**config.mk**
```make
export PLATFORM = sky130hd
export DESIGN_NAME = serial_rx_queue
export DESIGN_NICKNAME = d
export VERILOG_FILES = /design/src/rtl/rxq_pkg.sv /design/src/rtl/rxq_store.sv /design/src/rtl/rxq_ptrs.sv /design/src/rtl/rxq_timeout.sv /design/src/rtl/serial_rx_queue.sv
export SDC_FILE = /design/constraint.sdc
export NUM_CORES = 1
export LEC_CHECK = 0
export BUFFER_PORTS_ARGS = -buffer_cell sky130_fd_sc_hd__buf_2
export CORE_MARGIN = 4
export CORE_UTILIZATION = 57
export DETAILED_ROUTE_END_ITERATION = 8
export PLACE_DENSITY = 0.76
export SLEW_MARGIN = 20
export SYNTH_ARGS = -nofsm -noshare
export SYNTH_HDL_FRONTEND = slang
export SYNTH_SLANG_ARGS = --single-unit
```
**constraint.sdc**
```tcl
create_clock -name clk -period 4 [get_ports clk]
set_clock_uncertainty 0.1 [all_clocks]
set_input_delay 0.4 -clock clk [delete_from_list [all_inputs] [get_ports clk]]
set_output_delay 0.4 -clock clk [all_outputs]
set_load 0.02 [all_outputs]
```
**src/rtl/rxq_pkg.sv**
```systemverilog
package rxq_pkg;
   typedef enum logic [1:0] {
      TRG_SINGLE  = 2'd0,
      TRG_QUARTER = 2'd1,
      TRG_HALF    = 2'd2,
      TRG_NEAR    = 2'd3
   } trig_code_e;

   // Maps a trigger code onto one of four configured byte levels.
   function automatic int trig_bytes(trig_code_e c, int l0, int l1, int l2, int l3);
      case (c)
         TRG_SINGLE:  return l0;
         TRG_QUARTER: return l1;
         TRG_HALF:    return l2;
         default:     return l3;
      endcase
   endfunction
endpackage

```
**src/rtl/rxq_store.sv**
```systemverilog
module rxq_store #(
   parameter int DATA_W = 8,
   parameter int DEPTH  = 16,
   localparam int AW    = (DEPTH > 1) ? $clog2(DEPTH) : 1
) (
   input  logic              clk,
   input  logic              rst_n,
   input  logic              wr_en,
   input  logic [AW-1:0]     wr_idx,
   input  logic [DATA_W-1:0] wr_data,
   input  logic [AW-1:0]     rd_idx,
   output logic [DATA_W-1:0] rd_data
);
   logic [DATA_W-1:0] slot [DEPTH];

   for (genvar i = 0; i < DEPTH; i++) begin : g_slot
      always_ff @(posedge clk or negedge rst_n) begin
         if (!rst_n)
            slot[i] <= '0;
         else if (wr_en && (wr_idx == AW'(i)))
            slot[i] <= wr_data;
      end
   end

   always_comb begin
      rd_data = '0;
      for (int k = 0; k < DEPTH; k++)
         if (rd_idx == AW'(k)) rd_data = slot[k];
   end
endmodule

```
**src/rtl/rxq_ptrs.sv**
```systemverilog
module rxq_ptrs #(
   parameter int DEPTH = 16,
   localparam int AW   = (DEPTH > 1) ? $clog2(DEPTH) : 1,
   localparam int CW   = $clog2(DEPTH + 1)
) (
   input  logic          clk,
   input  logic          rst_n,
   input  logic          push_ok,
   input  logic          pop_ok,
   input  logic          flush,
   output logic [AW-1:0] head,
   output logic [AW-1:0] tail,
   output logic [CW-1:0] count
);
   localparam bit POW2 = (DEPTH == (1 << AW));
   localparam logic [AW-1:0] LAST = AW'(DEPTH - 1);

   logic [AW-1:0] head_inc, tail_inc;

   if (POW2) begin : g_wrap_natural
      assign head_inc = head + AW'(1);
      assign tail_inc = tail + AW'(1);
   end else begin : g_wrap_compare
      assign head_inc = (head == LAST) ? '0 : head + AW'(1);
      assign tail_inc = (tail == LAST) ? '0 : tail + AW'(1);
   end

   always_ff @(posedge clk or negedge rst_n) begin
      if (!rst_n) begin
         head  <= '0;
         tail  <= '0;
         count <= '0;
      end else if (flush) begin
         head  <= '0;
         tail  <= '0;
         count <= '0;
      end else begin
         if (push_ok) head <= head_inc;
         if (pop_ok)  tail <= tail_inc;
         if (push_ok && !pop_ok)      count <= count + CW'(1);
         else if (pop_ok && !push_ok) count <= count - CW'(1);
      end
   end

   AST_CNT_BOUND:  assert property (@(posedge clk) disable iff (!rst_n) count <= CW'(DEPTH));
   AST_FLUSH_EMPTY: assert property (@(posedge clk) disable iff (!rst_n) flush |=> count == '0);
   AST_BOTH_HOLD:  assert property (@(posedge clk) disable iff (!rst_n)
                      (push_ok && pop_ok && !flush) |=> $stable(count));
endmodule

```
**src/rtl/rxq_timeout.sv**
```systemverilog
module rxq_timeout #(
   parameter int ETU_W = 16,
   parameter int CHARS = 15,
   localparam int TMR_W = ETU_W + $clog2(CHARS + 1)
) (
   input  logic             clk,
   input  logic             rst_n,
   input  logic             restart,
   input  logic             cancel,
   input  logic [ETU_W-1:0] etu,
   output logic             expire
);
   localparam logic [TMR_W-1:0] K = TMR_W'(CHARS);

   logic [TMR_W-1:0] tmr;
   logic [TMR_W-1:0] load;

   assign load   = K * TMR_W'(etu);
   assign expire = (tmr == TMR_W'(1)) && !restart && !cancel;

   always_ff @(posedge clk or negedge rst_n) begin
      if (!rst_n)            tmr <= '0;
      else if (cancel)       tmr <= '0;
      else if (restart)      tmr <= load;
      else if (tmr != '0)    tmr <= tmr - TMR_W'(1);
   end

   AST_CANCEL_IDLE: assert property (@(posedge clk) disable iff (!rst_n) cancel |=> !expire);
endmodule

```
**src/rtl/serial_rx_queue.sv**
```systemverilog
module serial_rx_queue #(
   parameter int DATA_W  = 8,
   parameter int DEPTH   = 16,
   parameter int ETU_W   = 16,
   parameter int TO_CHARS = 15,
   parameter int TRIG_L0 = 1,
   parameter int TRIG_L1 = 4,
   parameter int TRIG_L2 = 8,
   parameter int TRIG_L3 = 14,
   localparam int AW     = (DEPTH > 1) ? $clog2(DEPTH) : 1,
   localparam int CW     = $clog2(DEPTH + 1)
) (
   input  logic              clk,
   input  logic              rst_n,
   input  logic              rx_enable,
   input  logic              irq_enable,
   input  logic [ETU_W-1:0]  etu_cycles,
   input  logic              push_valid,
   input  logic [DATA_W-1:0] push_data,
   input  logic              pop,
   output logic [DATA_W-1:0] pop_data,
   input  logic              cfg_wr,
   input  logic [1:0]        cfg_trig,
   input  logic              cfg_flush,
   output logic [CW-1:0]     fill_level,
   output logic              ready,
   output logic              irq
);
   import rxq_pkg::*;

   if (TRIG_L0 < 1 || TRIG_L1 < 1 || TRIG_L2 < 1 || TRIG_L3 < 1) begin : g_bad_low
      $error("trigger levels must be at least one byte");
   end
   if (TRIG_L0 > DEPTH || TRIG_L1 > DEPTH || TRIG_L2 > DEPTH || TRIG_L3 > DEPTH) begin : g_bad_high
      $error("trigger levels must not exceed the depth");
   end
   if (TO_CHARS < 1 || DEPTH < 2) begin : g_bad_cfg
      $error("idle timeout and depth must be positive");
   end

   trig_code_e        trig_q;
   logic [CW-1:0]     trig_lvl;
   logic [AW-1:0]     head, tail;
   logic [CW-1:0]     count, next_cnt;
   logic [DATA_W-1:0] slot_out;
   logic              flush, push_ok, pop_ok, reach, expire, flag_q;

   assign flush    = cfg_wr && cfg_flush;
   assign push_ok  = push_valid && rx_enable && (count != CW'(DEPTH)) && !flush;
   assign pop_ok   = pop && (count != '0) && !flush;
   assign next_cnt = count + CW'(push_ok) - CW'(pop_ok);
   assign trig_lvl = CW'(trig_bytes(trig_q, TRIG_L0, TRIG_L1, TRIG_L2, TRIG_L3));
   assign reach    = push_ok && (next_cnt >= trig_lvl);

   always_ff @(posedge clk or negedge rst_n) begin
      if (!rst_n)      trig_q <= TRG_SINGLE;
      else if (cfg_wr) trig_q <= trig_code_e'(cfg_trig);
   end

   rxq_ptrs #(.DEPTH(DEPTH)) u_ptrs (
      .clk(clk), .rst_n(rst_n), .push_ok(push_ok), .pop_ok(pop_ok), .flush(flush),
      .head(head), .tail(tail), .count(count)
   );

   rxq_store #(.DATA_W(DATA_W), .DEPTH(DEPTH)) u_store (
      .clk(clk), .rst_n(rst_n), .wr_en(push_ok), .wr_idx(head), .wr_data(push_data),
      .rd_idx(tail), .rd_data(slot_out)
   );

   rxq_timeout #(.ETU_W(ETU_W), .CHARS(TO_CHARS)) u_tmo (
      .clk(clk), .rst_n(rst_n),
      .restart(push_ok && !reach), .cancel(flush || reach),
      .etu(etu_cycles), .expire(expire)
   );

   always_ff @(posedge clk or negedge rst_n) begin
      if (!rst_n)                          flag_q <= 1'b0;
      else if (flush)                      flag_q <= 1'b0;
      else if (reach)                      flag_q <= 1'b1;
      else if (expire && next_cnt != '0)   flag_q <= 1'b1;
      else if (pop_ok && next_cnt < trig_lvl) flag_q <= 1'b0;
   end

   assign pop_data   = (count == '0) ? '0 : slot_out;
   assign fill_level = count;
   assign ready      = flag_q;
   assign irq        = flag_q && irq_enable;

   AST_DISABLED_IGNORE: assert property (@(posedge clk) disable iff (!rst_n)
                           (!rx_enable && !pop && !cfg_wr) |=> $stable(fill_level));
   AST_EMPTY_ZERO: assert property (@(posedge clk) disable iff (!rst_n)
                      (fill_level == '0) |-> (pop_data == '0));
   AST_TRIG_SET: assert property (@(posedge clk) disable iff (!rst_n)
                    (push_ok && !pop_ok && (count + CW'(1) >= trig_lvl)) |=> ready);
   AST_FLUSH_CLEAR: assert property (@(posedge clk) disable iff (!rst_n) flush |=> !ready);
endmodule

```
==> reports/qor.csv <==
stage;metric;value;unit
outcome;status;finished with violations;
outcome;violations;setup timing;
logic_synthesis;ys_seq_area_share;39.29;%
timing;worstMarginPinSlew;0.7295;ns
critical_path;critPathSlowestCell;dfrtp_2;
timing;finalCriticalPeriod;4.145;ns
clock_tree;clk_latency;0.44;ns
clock_tree;cts_tree;done;
floorplan;core;17960;um2
power;powerDensity;690.2;nW/um2
drt;dr.pass1.iters;5;
critical_path;critical_path_class;reg2reg;
critical_path;slowest_delay;0.41;ns
critical_path;critical_path.cell_chain;inv_2 -> ha_4 -> nor4b_4 -> nand2b_4 -> nor2_4 -> ha_4 -> inv_2 -> ha_4 -> fa_2 -> xor2_2 -> ha_4 -> a21o_1 -> a221o_1 -> nor3_4 -> buf_6 -> and2_4 -> buf_4 -> nor2_1 -> a211oi_2;
drt;drtAntennaViolNets;0;
floorplan;die-area;20560;um2
grt;antenna_found_initial;0;
logic_synthesis;yosysTopAreaCell;dfrtp_1;
logic_synthesis;synth-seq-cells;164;
finish;drive_gt1_share;32.46;%
timing;timing.fmax;241.3;MHz
placed_design;place_area;11120;um2
clock_tree;clockRootBuffer;clkbuf_16;
grt;track_usage;25.11;%
placed_design;place_inst;1210;
clock_tree;path_clk_slew;0.07;ns
timing;layout_setup_ws;-0.1448;ns
drt;drcViolationCount;0;
timing;relSlewSlack;51.36;%
floorplan;num_rows;49;
logic_synthesis;synth_edf_count;0;
grt;grt_start_max_net_pins;98;
critical_path;timing.rr.start;u_ptrs.count[2];
critical_path;cpMostUsedCell;ha_4;
hold_path;min_from;cfg_trig[0];
logic_synthesis;async_flop_share;100.0;%
critical_path;critical_path_required;4.25;ns
clock_tree;numCtsBuffers;17;
logic_synthesis;syn_nets;1056;
critical_path;endpoint_kind;flop;
critical_path;cp-start-kind;flop;
finish;fill_cells;1299;
finish;area_growth;15.27;%
power;internal-power;4.893;mW
drt;avgRoutedWirePerCell;19.86;um
critical_path;critPathBufInv;4;
logic_synthesis;netlist_area;10450;um2
floorplan;die_width;143.4;um
clock_tree;htreeDepth;4;
power;switchingPower;3.417;mW
power;clock_power_share;20.1;%
floorplan;dieHeight;143.4;um
placed_design;hpwl;16.87;mm
critical_path;cp-startpoint;u_ptrs.count[2];
logic_synthesis;synth.distinct_cells;73;
grt;grt_pass1_vias;7922;
power;p_leak;5.573;nW
finish;n_antenna_cell;0;
hold_path;hold_class;in2reg;
drt;avgViaCountPerCell;6.219;
finish;multi_input_area;6195;um2
timing;grt_setup_unrepaired;yes;
drt;drtIter0Drc;609;
timing;fin_hold_ws;0.07848;ns
power;ir_worst_vdd;0.4499;mV
drt;drt_wl_total;24.99;mm
power;p_comb_share;52.7;%
timing;timing.final.max_slew_violations;0;
logic_synthesis;syn_avg_cell_area;11.05;um2
timing;setup_viol;19;
placed_design;portBuffers;48;
finish;final_cell_area;12040;um2
finish;layout_commonest_cell;dfrtp_1;
timing;hold_violations;0;
finish;utilization;67.03;%
logic_synthesis;netlist_top_cells_area;dfrtp_1 (39%), mux2_2 (10%), fa_1 (5.9%);
logic_synthesis;synth-warning-count;0;
floorplan;floorplan.io_pins;49;
clock_tree;cts_sinks;164;
power;sw_frac_of_total;41.12;%
logic_synthesis;synthCells;945;
timing;post-route-period-util;103.6;%
critical_path;crit_family;adder cells;
grt;grt_pass1_wl;41.11;mm
logic_synthesis;synth_ff_type;dfrtp_1;
power;pwr-share-seq;27.2;%
critical_path;cp_max_fo;8;
drt;vias;7823;
finish;fin_cells;1258;
critical_path;cp.arrival;4.39;ns
finish;most-common-layout-cells;dfrtp_1 (162), mux2_2 (96), nor2_1 (58);
finish;fin_nets;1127;
run;max-cap-violations;0;
grt;grt_overflow;0;
floorplan;initial_core_util;58.15;%
placed_design;gp_congestion;0.8289;
logic_synthesis;synth_top_area_share;39.29;%
clock_tree;cts_buffer_depth;2;
finish;seq_area;4106;um2
-- stage by stage --
step	worst slack [ns]	power, mW	TNS, ns
after detailed placement	-0.08639	6.109	-0.6546
after global placement	0.02894	6.005	0
after floorplan	-0.1886	4.981	-3.120
final	-0.1448	8.310	-1.371
after global routing	-0.3323	8.858	-5.265
after CTS	-0.001656	7.909	-0.002454
-- power groups by stage --
stage / sequential [mW] / clock, mW / combinational, mW
2_1_floorplan: 2.24 / 0 / 2.74
3_3_place_gp: 2.25 / 0 / 3.75
3_5_place_dp: 2.27 / 0 / 3.84
4_1_cts: 2.24 / 1.69 / 3.98
5_1_grt: 2.30 / 1.76 / 4.80
6_report: 2.26 / 1.67 / 4.38
-- area by class of cell --
cell class                      instances  area share, %
Tap cell                              229          2.380
Multi-Input combinational cell        698          51.45
Timing Repair Buffer                  100          6.006
Clock inverter                         15          1.413
Inverter                               35          1.112
Sequential cell                       164          34.11
Clock buffer                           17          3.533
-- worst reg2reg max path: stages (launching register included) --
cell and delay (ns):
dfrtp_2 0.41, inv_2 0.08, ha_4 0.14, nor4b_4 0.23, nand2b_4 0.20, nor2_4 0.04, ha_4 0.26, inv_2 0.03
ha_4 0.15, fa_2 0.38, xor2_2 0.22, ha_4 0.25, a21o_1 0.19, a221o_1 0.35, nor3_4 0.27, buf_6 0.16
and2_4 0.16, buf_4 0.17, nor2_1 0.07, a211oi_2 0.21
-- Yosys cell counts (9+ instances only) --
master and instances:
a211oi_1 18, a221oi_1 15, a21oi_1 52, a22oi_1 9, a221o_1 10, inv_1 33
o21ai_0 25, nand3b_1 20, a31oi_1 14, nand2_1 48, nand2b_1 9, nand3_1 17
and3_1 9, nor2_1 66, a21o_1 9, o211ai_1 9, mux2_4 32, clkbuf_1 29
fa_1 31, xnor2_1 21, ha_1 46, nor2b_1 12, xor2_1 20, nor3_1 14
mux2i_1 12, mux2_2 96, dfrtp_1 164
-- kinds of logic after synthesis --
logic type                 count (synthesis)  synth area share [%]
AOI/OAI and AO/OA                        197                 12.95
and+or+nand+nor                          243                 13.38
muxes                                    140                 16.10
adders and majority gates                 77                 11.45
DFF                                      164                 39.29
buffers and inverters                     83                 3.390
xor gates and xnor gates                  41                 3.438
-- layer usage --
layer / GRT usage [%] / routed length [um] / vias up
met5: 0 / 0 / -
met4: 7.136 / 501 / 0
li1: - / - / 3576
met1: 35.47 / 11260 / 3938
met3: 4.692 / 1369 / 45
met2: 40.02 / 11860 / 264
-- what timing repair did --
item	4_1_cts	5_1_grt
hold buffers	1	0
setup buffers	6	7
endpoints found under the hold margin	67	0
cloned	0	3
gates resized for setup	3	29
pin swaps	4	22
endpoints found under the setup margin	20	26
-- flip-flops by register name, indices dropped and copies added (netlist names) --
register / flops
ready: 1
trig_q: 2
u_ptrs.count: 5
u_ptrs.head: 4
u_ptrs.tail: 4
u_store.slot: 128
u_tmo.tmr: 20
-- final timing paths --
check	endpoint	slack, ns	depth (start not counted)
worst min register to register	u_store.slot[82]	0.40	1
worst min-delay path	trig_q[0]	0.08	3
worst max-delay path	u_tmo.tmr[5]	-0.14	19
worst max register to register	u_tmo.tmr[5]	-0.14	19
max in group asynchronous	u_store.slot[114]	2.41	3
min in group asynchronous	u_ptrs.count[2]	0.43	2
Note: power is estimated with default switching activity, not from simulation.
